## config.mk

```make
export PLATFORM = sky130hd
export DESIGN_NAME = sched_merge_arb
export DESIGN_NICKNAME = d
export VERILOG_FILES = /design/src/rtl/smarb_pkg.sv /design/src/rtl/smarb_matrix.sv /design/src/rtl/smarb_seq.sv /design/src/rtl/smarb_xbar.sv /design/src/rtl/sched_merge_arb.sv
export SDC_FILE = /design/constraint.sdc
export NUM_CORES = 1
export LEC_CHECK = 0
export BUFFER_PORTS_ARGS = -buffer_cell sky130_fd_sc_hd__buf_2
export CAP_MARGIN = 20
export CORE_MARGIN = 5
export CORE_UTILIZATION = 50
export CTS_BUF_LIST = sky130_fd_sc_hd__clkbuf_2
export CTS_CLUSTER_DIAMETER = 120
export DETAILED_ROUTE_END_ITERATION = 16
export PLACE_DENSITY = 0.78
export SLEW_MARGIN = 20
export SYNTH_ARGS = -nofsm -noshare
export SYNTH_HDL_FRONTEND = slang
export SYNTH_SLANG_ARGS = --single-unit
```

## constraint.sdc

```tcl
create_clock -name clk -period 12.35 [get_ports clk]
set_clock_uncertainty 0.15 [all_clocks]
set_input_delay 0.6175 -clock clk [delete_from_list [all_inputs] [get_ports clk]]
set_output_delay 0.6175 -clock clk [all_outputs]
set_load 0.03 [all_outputs]
```

## src/rtl/smarb_pkg.sv

```systemverilog
// Shared types for the count-scheduled merge arbiter.
// Assumes nothing beyond standard SystemVerilog packages.
package smarb_pkg;
    typedef enum logic [1:0] {
        SEQ_IDLE = 2'd0,
        SEQ_RUN  = 2'd1,
        SEQ_DONE = 2'd2
    } seq_state_e;
endpackage

```

## src/rtl/smarb_matrix.sv

```systemverilog
// Scenario table storage: one word count for each port and one repeat
// count for each column. Assumes that software writes only while the
// sequencer is idle or done. Rows past the repeat row are dropped.
module smarb_matrix #(
    parameter int NUM_PORTS = 4,
    parameter int NUM_COLS  = 4,
    parameter int CNT_W     = 8,
    localparam int CW = (NUM_COLS > 1) ? $clog2(NUM_COLS) : 1,
    localparam int RW = $clog2(NUM_PORTS + 1)
) (
    input  logic                                       clk,
    input  logic                                       rst_n,
    input  logic                                       cfg_we,
    input  logic [CW-1:0]                              cfg_col,
    input  logic [RW-1:0]                              cfg_row,
    input  logic [CNT_W-1:0]                           cfg_val,
    output logic [NUM_COLS-1:0][NUM_PORTS-1:0][CNT_W-1:0] cnt_mat,
    output logic [NUM_COLS-1:0][CNT_W-1:0]             rep_vec
);
    // Table write: a count row or the repeat row of the addressed column.
    always_ff @(posedge clk) begin
        if (!rst_n) begin
            cnt_mat <= '0;
            rep_vec <= '0;
        end else if (cfg_we && (int'(cfg_col) < NUM_COLS)) begin
            if (int'(cfg_row) < NUM_PORTS)
                cnt_mat[cfg_col][cfg_row[$clog2(NUM_PORTS)-1:0]] <= cfg_val;
            else if (int'(cfg_row) == NUM_PORTS)
                rep_vec[cfg_col] <= cfg_val;
        end
    end
endmodule

```

## src/rtl/smarb_seq.sv

```systemverilog
// Schedule sequencer. It keeps a pointer (column, repetition, port) that
// always points at a slot with a non-zero word count, and it counts the
// words accepted in that slot. When the last word of a slot is accepted,
// it jumps straight to the next non-zero slot, so there is no idle cycle.
// Assumes the table does not change during a run.
module smarb_seq
    import smarb_pkg::*;
#(
    parameter int NUM_PORTS = 4,
    parameter int NUM_COLS  = 4,
    parameter int CNT_W     = 8,
    localparam int CW = (NUM_COLS > 1) ? $clog2(NUM_COLS) : 1,
    localparam int PW = (NUM_PORTS > 1) ? $clog2(NUM_PORTS) : 1
) (
    input  logic                                       clk,
    input  logic                                       rst_n,
    input  logic                                       start,
    input  logic                                       accept,
    input  logic [NUM_COLS-1:0][NUM_PORTS-1:0][CNT_W-1:0] cnt_mat,
    input  logic [NUM_COLS-1:0][CNT_W-1:0]             rep_vec,
    output logic                                       grant_vld,
    output logic [PW-1:0]                              grant_port,
    output logic                                       done
);
    typedef logic [NUM_PORTS-1:0][CNT_W-1:0]            col_cnt_t;
    typedef logic [NUM_COLS-1:0][NUM_PORTS-1:0][CNT_W-1:0] mat_t;
    typedef logic [NUM_COLS-1:0][CNT_W-1:0]             rep_t;

    seq_state_e      state;
    logic [CW-1:0]   cur_col;
    logic [PW-1:0]   cur_port;
    logic [CNT_W-1:0] cur_rep;
    logic [CNT_W-1:0] wcnt;

    // First port at or after 'from' with a non-zero count: {hit, port}.
    function automatic logic [PW:0] scan_col(input col_cnt_t cnts, input int from);
        logic          hit = 1'b0;
        logic [PW-1:0] pos = '0;
        for (int q = 0; q < NUM_PORTS; q++) begin
            if (!hit && q >= from && cnts[q] != '0) begin
                hit = 1'b1;
                pos = PW'(q);
            end
        end
        return {hit, pos};
    endfunction

    // First runnable column at or after 'from': {hit, col, port}.
    function automatic logic [CW+PW:0] col_search(input mat_t m, input rep_t r, input int from);
        logic          hit = 1'b0;
        logic [CW-1:0] col = '0;
        logic [PW-1:0] pos = '0;
        logic [PW:0]   sc;
        for (int c = 0; c < NUM_COLS; c++) begin
            sc = scan_col(m[c], 0);
            if (!hit && c >= from && r[c] != '0 && sc[PW]) begin
                hit = 1'b1;
                col = CW'(c);
                pos = sc[PW-1:0];
            end
        end
        return {hit, col, pos};
    endfunction

    logic [PW:0]    in_col, col_head;
    logic [CW+PW:0] later, first;
    logic           nxt_hit;
    logic [CW-1:0]  nxt_col;
    logic [PW-1:0]  nxt_port;
    logic [CNT_W-1:0] nxt_rep;
    logic [CNT_W-1:0] cur_cnt;
    logic           slot_last;

    // Successor slot of the current pointer, and the first slot of a run.
    always_comb begin
        in_col   = scan_col(cnt_mat[cur_col], int'(cur_port) + 1);
        col_head = scan_col(cnt_mat[cur_col], 0);
        later    = col_search(cnt_mat, rep_vec, int'(cur_col) + 1);
        first    = col_search(cnt_mat, rep_vec, 0);
        cur_cnt  = cnt_mat[cur_col][cur_port];
        slot_last = ({1'b0, wcnt} + 1'b1) == {1'b0, cur_cnt};
        if (in_col[PW]) begin
            nxt_hit  = 1'b1;
            nxt_col  = cur_col;
            nxt_rep  = cur_rep;
            nxt_port = in_col[PW-1:0];
        end else if (({1'b0, cur_rep} + 1'b1) < {1'b0, rep_vec[cur_col]}) begin
            nxt_hit  = 1'b1;
            nxt_col  = cur_col;
            nxt_rep  = cur_rep + 1'b1;
            nxt_port = col_head[PW-1:0];
        end else begin
            nxt_hit  = later[CW+PW];
            nxt_col  = later[CW+PW-1:PW];
            nxt_rep  = '0;
            nxt_port = later[PW-1:0];
        end
    end

    // Pointer, word counter and run state update.
    always_ff @(posedge clk) begin
        if (!rst_n) begin
            state    <= SEQ_IDLE;
            cur_col  <= '0;
            cur_port <= '0;
            cur_rep  <= '0;
            wcnt     <= '0;
        end else if (start) begin
            wcnt     <= '0;
            cur_rep  <= '0;
            cur_col  <= first[CW+PW-1:PW];
            cur_port <= first[PW-1:0];
            state    <= first[CW+PW] ? SEQ_RUN : SEQ_DONE;
        end else if (state == SEQ_RUN && accept) begin
            if (slot_last) begin
                wcnt <= '0;
                if (nxt_hit) begin
                    cur_col  <= nxt_col;
                    cur_rep  <= nxt_rep;
                    cur_port <= nxt_port;
                end else begin
                    state <= SEQ_DONE;
                end
            end else begin
                wcnt <= wcnt + 1'b1;
            end
        end
    end

    assign grant_vld  = (state == SEQ_RUN);
    assign grant_port = cur_port;
    assign done       = (state == SEQ_DONE);

    // a granted slot never has a zero word count.
    assert_slot_nonzero_R8: assert property (@(posedge clk) disable iff (!rst_n)
        grant_vld |-> cnt_mat[cur_col][cur_port] != '0);
    // words taken from a slot stay below its count.
    assert_word_bound_R5: assert property (@(posedge clk) disable iff (!rst_n)
        grant_vld |-> wcnt < cnt_mat[cur_col][cur_port]);
    // repetition index stays below the column's repeat count.
    assert_rep_bound_R6: assert property (@(posedge clk) disable iff (!rst_n)
        grant_vld |-> cur_rep < rep_vec[cur_col]);
    // done holds until a start pulse.
    assert_done_hold_R11: assert property (@(posedge clk) disable iff (!rst_n)
        (done && !start) |=> done);
    // the column pointer never moves backwards during a run.
    assert_col_forward_R7: assert property (@(posedge clk) disable iff (!rst_n)
        (grant_vld && !start) |=> (!grant_vld || cur_col >= $past(cur_col)));
endmodule

```

## src/rtl/smarb_xbar.sv

```systemverilog
// Grant steering: it raises ready on the granted port while the FIFO has
// room, and forwards that port's word to the FIFO write port. It is pure
// combinational logic with no state of its own.
module smarb_xbar #(
    parameter int NUM_PORTS = 4,
    parameter int DATA_W    = 16,
    localparam int PW = (NUM_PORTS > 1) ? $clog2(NUM_PORTS) : 1
) (
    input  logic                                grant_vld,
    input  logic [PW-1:0]                       grant_port,
    input  logic                                fifo_full,
    input  logic [NUM_PORTS-1:0]                in_valid,
    input  logic [NUM_PORTS-1:0][DATA_W-1:0]    in_data,
    output logic [NUM_PORTS-1:0]                in_ready,
    output logic                                fifo_we,
    output logic [DATA_W-1:0]                   fifo_wdata
);
    // One-hot ready toward the granted producer, and the write strobe.
    always_comb begin
        in_ready = '0;
        if (grant_vld && !fifo_full)
            in_ready[grant_port] = 1'b1;
        fifo_we    = |(in_ready & in_valid);
        fifo_wdata = in_data[grant_port];
    end
endmodule

```

## src/rtl/sched_merge_arb.sv

```systemverilog
// Count-scheduled stream merge arbiter, top level. Producers use
// valid/ready handshakes, and the output drives a FIFO write port that
// has a full flag. The table is written while the block is idle, and
// start runs the schedule once.
module sched_merge_arb #(
    parameter int NUM_PORTS = 4,
    parameter int NUM_COLS  = 4,
    parameter int DATA_W    = 16,
    parameter int CNT_W     = 8,
    localparam int CW = (NUM_COLS > 1) ? $clog2(NUM_COLS) : 1,
    localparam int RW = $clog2(NUM_PORTS + 1),
    localparam int PW = (NUM_PORTS > 1) ? $clog2(NUM_PORTS) : 1
) (
    input  logic                          clk,
    input  logic                          rst_n,
    input  logic                          cfg_we,
    input  logic [CW-1:0]                 cfg_col,
    input  logic [RW-1:0]                 cfg_row,
    input  logic [CNT_W-1:0]              cfg_val,
    input  logic                          start,
    input  logic [NUM_PORTS-1:0]          in_valid,
    input  logic [NUM_PORTS*DATA_W-1:0]   in_data,
    output logic [NUM_PORTS-1:0]          in_ready,
    input  logic                          fifo_full,
    output logic                          fifo_we,
    output logic [DATA_W-1:0]             fifo_wdata,
    output logic                          done
);
    logic [NUM_COLS-1:0][NUM_PORTS-1:0][CNT_W-1:0] cnt_mat;
    logic [NUM_COLS-1:0][CNT_W-1:0]               rep_vec;
    logic [NUM_PORTS-1:0][DATA_W-1:0]             data_arr;
    logic                                         grant_vld;
    logic [PW-1:0]                                grant_port;

    assign data_arr = in_data;

    smarb_matrix #(.NUM_PORTS(NUM_PORTS), .NUM_COLS(NUM_COLS), .CNT_W(CNT_W)) u_matrix (
        .clk(clk), .rst_n(rst_n), .cfg_we(cfg_we), .cfg_col(cfg_col),
        .cfg_row(cfg_row), .cfg_val(cfg_val), .cnt_mat(cnt_mat), .rep_vec(rep_vec)
    );

    smarb_seq #(.NUM_PORTS(NUM_PORTS), .NUM_COLS(NUM_COLS), .CNT_W(CNT_W)) u_seq (
        .clk(clk), .rst_n(rst_n), .start(start), .accept(fifo_we),
        .cnt_mat(cnt_mat), .rep_vec(rep_vec), .grant_vld(grant_vld),
        .grant_port(grant_port), .done(done)
    );

    smarb_xbar #(.NUM_PORTS(NUM_PORTS), .DATA_W(DATA_W)) u_xbar (
        .grant_vld(grant_vld), .grant_port(grant_port), .fifo_full(fifo_full),
        .in_valid(in_valid), .in_data(data_arr), .in_ready(in_ready),
        .fifo_we(fifo_we), .fifo_wdata(fifo_wdata)
    );

    // no producer sees ready once the schedule has finished.
    assert_quiet_when_done_R11: assert property (@(posedge clk) disable iff (!rst_n)
        done |-> in_ready == '0);
    // no FIFO write while the FIFO reports full.
    assert_no_write_full_R4: assert property (@(posedge clk) disable iff (!rst_n)
        fifo_full |-> !fifo_we);
endmodule

```

==> run summary, run 1 <==
Routability Congestion: 0.974
CP Buf/Inv Count: 3
CP max stage cell: dfxtp_2
First drt pass iteration count: 9
Root buffer cell: clkbuf_2
Minimum clock period after layout: 4.38 ns
Core Util, Final: 0.549
Sequential power share: 0.575
Num CTS Buffers: 17
Number of global-route vias before repair: 8692
Clock power share: 0.294
Nets: 1255
# H-tree levels: 4
Routed vias: 9199
Clock Latency Late Sink: 0.81 ns
Relative slew margins: 0.285
Number of synthesized flops with an enable pin: 0
Outcome: finished clean
Max frequency: 228 MHz
# Max-Cap Violations: 0
Pwr/cell area: 94.1 nW/µm²
Via-to-Cell Ratio: 6.37
Clk slew on worst S/H paths: 0.27 ns
Post-CTS Setup Bufs: 0
# setup viols final: 0
Async S/R FF share, synth: 0
Die span in x: 153 µm
Top delay family on crit path: buffers and inverters
Largest net degree at the start of global routing: 104
I/O pin count: 108
Slowest cell delay on critical path: 0.88 ns
# rows: 52
Crit. End Element: output port
Maximum vdd drop: 63.4 µV
Syn Area/Cell: 9.33 µm²
First-pass GRT wire length: 48400 µm
Comb pwr share: 0.131
Core box area: 20200 µm²
Post-Syn Area: 10300 µm²
Initial DRC Count: 1343
Residual DRC count: 0
Switching share of total power: 0.304
Post-DP Area: 10900 µm²
Share of layout cells above drive strength 1: 0.199
Synth warn: 0
Initial antenna violation count: 1
Crit start category: flip-flop
Avg WL per Cell: 21.1 µm
CP arrival: 3.61 ns
Post_cts resized: 0
RSZ-0062 raised after global routing: false
DP HPWL: 22000 µm
Die height: 153 µm
GRT Total Usage: 0.255
P_leak: 4.61 nW
Largest fanout on the critical path: 25
Synth Instances: 1102
Post-Route WL: 30400 µm
WHS: 0.0577 ns
Required @ worst endpoint: 11.58 ns
Synthesized flop and latch total: 182
Finished layout cell area: 11100 µm²
Die area: 23500 µm²
Synthesized Nets: 1197
P&R area growth vs syn: 8.08%
CTS tree: yes
Hold Fails Final Rpt: 0
Total negative slack: 0 ns
Library cells used by synthesis: 71
Max Slew Vio Count: 0
Most common flop cell mapped by yosys: dfxtp_1
Grt ovf: 0
P_sw: 0.000318 W
Starting Density: 0.508
Max clock buf depth: 2
Final Cycle Share: 0.355
Worst setup path class: flip-flop to output port
Post-route ant nets: 0
Hold/Removal Path Class: input pin to flip-flop
IO Port Bufs: 107
Post-synthesis sequential area ratio: 0.354
Worst-margin pin slew: 1.07 ns
Sink Count: 182
Int Pwr: 0.000728 W
CP cell instances: buf_4 > mux4_2 > nand2_1 > inv_1 > buf_2
[placed cells by master, fill, tap and decap left out, types with 9 or more instances in the layout]
| master | synthesis | final |
|---|---|---|
| nor4_1 | 29 | 29 |
| nand4_1 | 12 | 12 |
| nand2_1 | 86 | 86 |
| or3_1 | 9 | 9 |
| o21ai_0 | 16 | 16 |
| buf_4 | 5 | 11 |
| nor3_1 | 34 | 34 |
| a21oi_1 | 48 | 48 |
| nor3b_1 | 9 | 9 |
| mux2i_1 | 137 | 137 |
| inv_1 | 12 | 12 |
| a22oi_1 | 10 | 10 |
| nand3_1 | 62 | 62 |
| or4_1 | 9 | 9 |
| buf_2 | 4 | 107 |
| o31ai_1 | 9 | 9 |
| nor2b_1 | 9 | 9 |
| clkbuf_2 | 0 | 19 |
| nor2_1 | 167 | 166 |
| and3_1 | 12 | 12 |
| mux4_2 | 64 | 64 |
| ha_1 | 9 | 9 |
| dfxtp_1 | 182 | 179 |
[state kept, by name, indices dropped and copies added, names as in the netlist]
register / flops
u_matrix.cnt_mat: 128
u_seq.cur_col: 2
u_seq.cur_rep: 8
u_seq.grant_port: 2
u_matrix.rep_vec: 32
u_seq.state: 2
u_seq.wcnt: 8
[final cells by class]
| cell class | count | area (µm²) |
|---|---|---|
| Fill cell | 1809 | 9120 |
| Multi-Input combinational cell | 826 | 6210 |
| Sequential cell | 182 | 3650 |
| Timing Repair Buffer | 119 | 628 |
| Tap cell | 270 | 338 |
| Clock inverter | 13 | 134 |
| Clock buffer | 19 | 95.1 |
| Inverter | 14 | 55.1 |
| Antenna cell | 2 | 5.00 |
[worst register-to-register path: cells and delay by family (launching register included)]
kind | cells | cell delay [ns]
AND/OR/NAND/NOR | 2 | 0.89
buffers and inverters | 2 | 0.73
AO/OA/AOI/OAI | 4 | 0.91
flip-flops | 1 | 0.49
multiplexers | 1 | 0.60
adder cells (fa/ha/maj) | 1 | 0.22
[cells in the mapped netlist (10+ instances only)]
cell type / n / share of area
nor2_1: 167 / 0.061
a21oi_1: 48 / 0.023
a22oi_1: 10 / 0.0073
o21ai_0: 16 / 0.0078
dfxtp_1: 182 / 0.35
nor4_1: 29 / 0.018
mux4_2: 64 / 0.14
nand3_1: 62 / 0.030
and3_1: 12 / 0.0073
nand2_1: 86 / 0.031
nor3_1: 34 / 0.017
nand4_1: 12 / 0.0073
clkbuf_1: 60 / 0.022
mux2i_1: 137 / 0.13
inv_1: 12 / 0.0044
[layer usage]
layer / part of all wire / vias to the layer above / track usage
met5: 0 / - / 0
met4: 0.038 / 0 / 0.101
met3: 0.12 / 89 / 0.0746
met2: 0.45 / 553 / 0.394
met1: 0.39 / 4382 / 0.339
li1: - / 4175 / -
[cells by family (layout without fill, tap and decap cells)]
group           Yosys count  after routing  share of synthesized area
compound gates          138            138                     0.0905
buf+inv                  94            165                     0.0419
simple gates            461            461                      0.212
mux                     204            204                      0.279
other cells               0              2                          0
xor+xnor                 14             14                     0.0119
fa+ha+maj                 9              9                     0.0110
flops                   182            182                      0.354
[final timing paths]
check,startpoint,end,slack [ns],cells past startpoint
worst max-delay path,u_seq.grant_port[0],fifo_we,7.97,5
worst min-delay path,start,u_seq.state[0],0.06,3
worst max register to register,u_seq.cur_col[0],u_seq.cur_rep[3],8.35,10
worst min register to register,u_matrix.rep_vec[0],u_matrix.rep_vec[0],0.35,2
[power by group through the flow]
stage	Clock, W	Sequential, W	Combinational (W)
3_3_place_gp	0	0.000611	0.000133
5_1_grt	0.000336	0.000603	0.000147
6_report	0.000307	0.000601	0.000137
2_1_floorplan	0	0.000608	0.0000960
3_5_place_dp	0	0.000612	0.000135
4_1_cts	0.000310	0.000601	0.000136
[repair_timing]
action                                 in CTS  in global routing
endpoints found under the hold margin       4                  0
hold buffers                                1                  0
setup endpoints to repair                   0                  0
[metrics by stage]
stage | power [W] | setup WS, ns | instances
after floorplan | 0.000704 | 7.72 | 1102
after global placement | 0.000745 | 8.45 | 1410
after detailed placement | 0.000747 | 8.36 | 1410
after CTS | 0.00105 | 7.90 | 1443
after global routing | 0.00109 | 7.67 | 1445
final | 0.00105 | 7.97 | 1445
(Power assumes the default switching activity.)
==> inputs of run 2 (changes only) <==
--- a/config.mk
+++ b/config.mk
@@ -12,7 +12,7 @@
 export CTS_BUF_LIST = sky130_fd_sc_hd__clkbuf_2
 export CTS_CLUSTER_DIAMETER = 120
 export DETAILED_ROUTE_END_ITERATION = 16
-export PLACE_DENSITY = 0.78
+export PLACE_DENSITY = 0.81
 export SLEW_MARGIN = 20
 export SYNTH_ARGS = -nofsm -noshare
 export SYNTH_HDL_FRONTEND = slang
==> constraint.sdc (replaced) <==
create_clock -name clk -period 4 [get_ports clk]
set_clock_uncertainty 0.15 [all_clocks]
set_input_delay 0.2 -clock clk [delete_from_list [all_inputs] [get_ports clk]]
set_output_delay 0.2 -clock clk [all_outputs]
set_load 0.03 [all_outputs]
==> run summary, run 2 (synthesis gave the netlist of run 1 again) <==
Outcome: finished clean
DP HPWL: 22200 µm (+0.90%)
Commonest non-fill, non-tap cell in the layout: dfxtp_1
Crit start category: flip-flop
Required @ worst endpoint: 4.59 ns (-6.99 ns)
Routed vias: 9515 (+3.4%)
# setup viols final: 0 (unchanged)
Max Slew Vio Count: 0 (unchanged)
Grt ovf: 0 (unchanged)
GRT Total Usage: 0.260 (+0.00467)
Fin worst setup slack: 0.276 ns (-7.69 ns)
Share of layout cells above drive strength 1: 0.197 (-0.00162)
Die area: 23500 µm² (unchanged)
R2R depth: 9 (-1)
WHS: 0.0384 ns (-0.0194 ns)
Worst Hold Depth: 6 (+3)
Relative slew margins: 0.247 (-0.0375)
Hold Fails Final Rpt: 0 (unchanged)
Largest net degree at the start of global routing: 107 (+2.9%)
Regs by FF count: u_matrix.cnt_mat: 128 flops, u_matrix.rep_vec: 32 flops
R2R Path Start: u_seq.cur_col[0]
Initial DRC Count: 1327 (-1.2%)
Maximum vdd drop: 222 µV (+250%)
Starting Density: 0.508 (unchanged)
Via-to-Cell Ratio: 6.43 (+1.1%)
Register-to-register setup slack: 0.28 ns (-8.07 ns)
IO Port Bufs: 107 (unchanged)
Avg WL per Cell: 21.0 µm (-0.39%)
Worst-margin pin slew: 1.13 ns (+0.0602 ns)
R2r endpoint: u_seq.cur_rep[3]
Post-Place Setup Slack: 0.406 ns (-7.95 ns)
# Max-Cap Violations: 0 (unchanged)
Total negative slack: 0 ns (unchanged)
Clock Latency Late Sink: 0.80 ns (about the same)
Largest Register: u_matrix.cnt_mat
Crit. End Element: flip-flop
First drt pass iteration count: 7 (-2)
Max frequency: 269 MHz
Routability Congestion: 1.04 (+6.8%)
Post-route ant nets: 0 (unchanged)
Top delay family on crit path: simple AND/OR/NAND/NOR gates
# rows: 52 (unchanged)
I/O pin count: 108 (unchanged)
Final Cycle Share: 0.931
Sink of the worst hold path: u_seq.wcnt[7]
CTS tree: yes
Core box area: 20200 µm² (unchanged)
Max reg flops: 128 (unchanged)
CP Buf/Inv Count: 1 (-2)
Fillers: 1726 (-4.6%)
CP cell instances: buf_12 > mux4_2 > nor3_1 > nand3_1 > o22ai_1 > and2_1 > a21bo_2 > or4_1 > a21oi_1
# H-tree levels: 4 (unchanged)
CP arrival: 4.31 ns (+0.70 ns)
Num CTS Buffers: 17 (unchanged)
Residual DRC count: 0 (unchanged)
First-pass GRT wire length: 49600 µm (+2.6%)
Worst hold path startpoint: in_valid[3]
Die span in x: 153 µm (unchanged)
Initial antenna violation count: 1 (unchanged)
CP max stage cell: mux4_2
Number of global-route vias before repair: 9229 (+6.2%)
Root buffer cell: clkbuf_2
Cell Count, Final, Fillers Out: 1479 (+2.4%)
P&R area growth vs syn: 12.0%
Post-Route WL: 31000 µm (+2.0%)
Worst setup path class: flip-flop to flip-flop
Pwr/cell area: 292 nW/µm² (+210%)
Sink Count: 182 (unchanged)
RSZ-0062 raised after global routing: false
Most frequent cells in the layout: dfxtp_1, nor2_1, mux2i_1
Slowest cell delay on critical path: 0.62 ns (-0.26 ns)
Largest fanout on the critical path: 58 (+130%)
P_leak: 4.76 nW (+3.4%)
Placed cell count: 1417 (+0.50%)
Hold/Removal Path Class: input pin to flip-flop
Clk slew on worst S/H paths: 0.25 ns (-0.02 ns)
Nets: 1291 (+2.9%)
Minimum clock period after layout: 3.72 ns
Die height: 153 µm (unchanged)
Post-CTS Setup Bufs: 0 (unchanged)
Max clock buf depth: 2 (unchanged)
## run 2: per-stage QoR
stage | instance area, µm² | util | total power (W)
floorplan | 10300 | - | 0.00218
global placement | 10900 | 0.540 | 0.00230
detailed placement | 10900 | 0.541 | 0.00231
CTS | 11500 | 0.569 | 0.00336
global route | 11500 | 0.569 | 0.00347
finish | 11500 | 0.569 | 0.00336
## run 2: power breakdown
| part | switching, W | internal [W] | total [W] |
|---|---|---|---|
| combinational | 0.000272 | 0.000172 | 0.000444 |
| clock | 0.000646 | 0.000413 | 0.00106 |
| sequential | 0.0000229 | 0.00183 | 0.00186 |
| total | 0.000940 | 0.00242 | 0.00336 |
## run 2: how the worst max path moves through the flow
stage	to	slack [ns]	startpoint	depth (start not counted)
after global placement	u_seq.cur_rep[6]	0.52	u_seq.grant_port[0]	8
after detailed placement	u_seq.cur_rep[6]	0.41	u_seq.cur_col[0]	9
after global routing	u_seq.cur_rep[6]	0.05	u_seq.cur_col[0]	9
after floorplan	u_seq.cur_rep[0]	0.005	u_seq.cur_col[0]	17
after CTS	u_seq.cur_rep[6]	0.38	u_seq.grant_port[0]	8
final	u_seq.cur_rep[3]	0.28	u_seq.cur_col[0]	9
## run 2: what timing repair did
item	4_1_cts	5_1_grt
hold buffers	30	0
gates resized for setup	0	0
endpoints found under the hold margin	180	0
setup endpoints to repair	0	0
## run 2: metal layers
metal / GRT usage / routed length (µm)
met5: 0 / 0
met4: 0.106 / 1420
met3: 0.0701 / 3610
met2: 0.406 / 13800
met1: 0.343 / 12200
## run 2: worst register-to-register path, stage by stage, from the launching register on
cell	delay, ns
dfxtp_2	0.56
buf_12	0.33
mux4_2	0.65
nor3_1	0.38
nand3_1	0.23
o22ai_1	0.24
and2_1	0.21
a21bo_2	0.29
or4_1	0.48
a21oi_1	0.16
## run 2: layout make-up
| type | count | area [µm²] | area share |
|---|---|---|---|
| Sequential cell | 182 | 3650 | 0.317 |
| Clock inverter | 12 | 178 | 0.0154 |
| Multi-Input combinational cell | 826 | 6220 | 0.540 |
| Inverter | 14 | 55.1 | 0.00478 |
| Timing Repair Buffer | 155 | 983 | 0.0854 |
| Clock buffer | 19 | 95.1 | 0.00826 |
| Antenna cell | 1 | 2.50 | 0.000217 |
| Tap cell | 270 | 338 | 0.0293 |
==> inputs of run 3 (changes only) <==
--- a/config.mk
+++ b/config.mk
@@ -12,7 +12,9 @@
 export CTS_BUF_LIST = sky130_fd_sc_hd__clkbuf_2
 export CTS_CLUSTER_DIAMETER = 120
 export DETAILED_ROUTE_END_ITERATION = 16
+export HOLD_SLACK_MARGIN = 0.02
 export PLACE_DENSITY = 0.81
+export REMOVE_ABC_BUFFERS = 1
 export SLEW_MARGIN = 20
 export SYNTH_ARGS = -nofsm -noshare
 export SYNTH_HDL_FRONTEND = slang
==> run summary, run 3 (synthesis gave the netlist of run 1 again) <==
Pwr Total: 0.00329 W (-2.1%)
Die height: 153 µm (unchanged)
Minimum clock period after layout: 3.90 ns (+0.177 ns)
Avg WL per Cell: 21.4 µm (+1.8%)
Clk slew on worst S/H paths: 0.26 ns (about the same)
Finished layout cell area: 11500 µm² (+0.24%)
Post-DP Area: 10900 µm² (about the same)
CP arrival: 4.52 ns (+0.21 ns)
# H-tree levels: 4 (unchanged)
Switching share of total power: 0.311 (+0.0306)
Nets: 1296 (+0.39%)
Num CTS Buffers: 17 (unchanged)
Number of global-route vias before repair: 8946 (-3.1%)
GRT Total Usage: 0.266 (+0.00634)
# setup viols final: 0 (unchanged)
Worst setup path class: flip-flop to flip-flop
Root buffer cell: clkbuf_2
Clock power share: 0.297 (-0.018)
Die area: 23500 µm² (unchanged)
Max Slew Vio Count: 0 (unchanged)
Largest fanout on the critical path: 19 (-67%)
Routability Congestion: 1.01 (-3.1%)
Post-CTS Setup Bufs: 0 (unchanged)
Placed cell count: 1419 (+0.14%)
Via-to-Cell Ratio: 6.35 (-1.2%)
Hold Fails Final Rpt: 0 (unchanged)
Fillers: 1776 (+2.9%)
# rows: 52 (unchanged)
Top delay family on crit path: buffers and inverters
I/O pin count: 108 (unchanged)
CP cell instances: buf_4 > mux4_2 > a221oi_1 > xnor2_1 > nand2_1 > or3_1 > nor2_1 > o311a_1 > dlygate4sd3_1
Hold/Removal Path Class: input pin to flip-flop
Initial antenna violation count: 1 (unchanged)
Max reg flops: 128 (unchanged)
Sink Count: 182 (unchanged)
# Max-Cap Violations: 0 (unchanged)
Pwr/cell area: 285 nW/µm² (-2.3%)
Largest net degree at the start of global routing: 67 (-37%)
First drt pass iteration count: 6 (-1)
Post-Route WL: 31700 µm (+2.2%)
Core Util, Final: 0.571 (+0.00136)
IO Port Bufs: 107 (unchanged)
Clock Latency Late Sink: 0.82 ns (+0.02 ns)
Core box area: 20200 µm² (unchanged)
P_sw: 0.00102 W (+8.6%)
Largest Register: u_matrix.cnt_mat
Worst-margin pin slew: 1.02 ns (-0.106 ns)
RSZ-0062 raised after global routing: false
Relative slew margins: 0.315 (+0.0680)
Int Pwr: 0.00227 W (-6.3%)
Maximum vdd drop: 184 µV (-17%)
Commonest non-fill, non-tap cell in the layout: dfxtp_1
Sequential power share: 0.565 (+0.012)
Required @ worst endpoint: 4.61 ns (+0.02 ns)
Total negative slack: 0 ns (unchanged)
Residual DRC count: 0 (unchanged)
Outcome: finished clean
Routed vias: 9435 (-0.84%)
Crit. End Element: flip-flop
Cell Count, Final, Fillers Out: 1485 (+0.41%)
Most frequent cells in the layout: dfxtp_1, nor2_1, mux2i_1
Comb pwr share: 0.138 (+0.006)
CP Buf/Inv Count: 2 (+1)
CTS tree: yes
Post-route ant nets: 0 (unchanged)
Grt ovf: 0 (unchanged)
CP max stage cell: dfxtp_2
Max frequency: 256 MHz (-4.5%)
First-pass GRT wire length: 50100 µm (+0.99%)
P_leak: 4.78 nW (+0.30%)
Regs by FF count: u_matrix.cnt_mat: 128 flops, u_matrix.rep_vec: 32 flops
Starting Density: 0.508 (unchanged)
Share of layout cells above drive strength 1: 0.201 (+0.00397)
Max clock buf depth: 2 (unchanged)
DP HPWL: 22900 µm (+3.3%)
P&R area growth vs syn: 12.3%
Slowest cell delay on critical path: 0.73 ns (+0.11 ns)
Die span in x: 153 µm (unchanged)
Crit start category: flip-flop
Initial DRC Count: 1281 (-3.5%)
Final Cycle Share: 0.975 (+0.0442)
==> run 3: cell type report <==
cell class                 instances  area [µm²]  area share
clock inverter                    15         160      0.0139
timing repair buffer             160        1030      0.0891
multi-input combinational        826        6220       0.539
tap                              270         338      0.0293
antenna                            1        2.50    0.000217
sequential                       182        3650       0.316
clock buffer                      17        85.1     0.00737
inverter                          14        58.8     0.00509
==> run 3: worst reg2reg max path, delay by kind of cell (launching register included) <==
| kind | cells | cell delay, ns |
|---|---|---|
| compound gates | 2 | 0.64 |
| xor+xnor | 1 | 0.20 |
| buf+inv | 2 | 0.82 |
| flops | 1 | 0.73 |
| simple gates | 3 | 0.81 |
| mux | 1 | 0.55 |
==> run 3: power groups by stage <==
stage                     Sequential, W  Clock [W]  Combinational (W)
after global routing            0.00186    0.00106           0.000483
after CTS                       0.00186   0.000989           0.000444
after global placement          0.00189          0           0.000419
after detailed placement        0.00189          0           0.000424
after floorplan                 0.00190          0           0.000237
final                           0.00186   0.000977           0.000454
==> run 3: what timing repair did <==
| action | CTS | global route |
|---|---|---|
| resized for setup | 0 | 4 |
| hold buffers | 33 | 0 |
| endpoints found under the setup margin | 0 | 7 |
| endpoints found under the hold margin | 182 | 0 |
==> run 3: path summary, 6_finish.rpt <==
kind / from / endpoint / slack [ns] / cells after the start
setup / recovery: u_seq.cur_col[1] / u_seq.state[1] / 0.1 / 9
hold / removal: rst_n / u_seq.cur_col[0] / 0.13 / 3
hold reg to reg: u_matrix.cnt_mat[5] / u_matrix.cnt_mat[5] / 0.35 / 2
setup reg to reg: u_seq.cur_col[1] / u_seq.state[1] / 0.1 / 9
==> run 3: metal layers <==
layer / up-vias / part of all wire / global-route usage
li1: 4286 / - / -
met4: 0 / 0.038 / 0.103
met5: - / 0 / 0
met1: 4500 / 0.41 / 0.361
met3: 78 / 0.10 / 0.0653
met2: 571 / 0.45 / 0.413
==> run 3: per-stage QoR <==
step                      hold WS (ns)  setup WS [ns]
after global placement           0.317          0.520
final                            0.132         0.0995
after global routing            0.0916        0.00991
after floorplan                  0.167         -0.806
after detailed placement         0.318          0.460
after CTS                       0.0657         0.0435
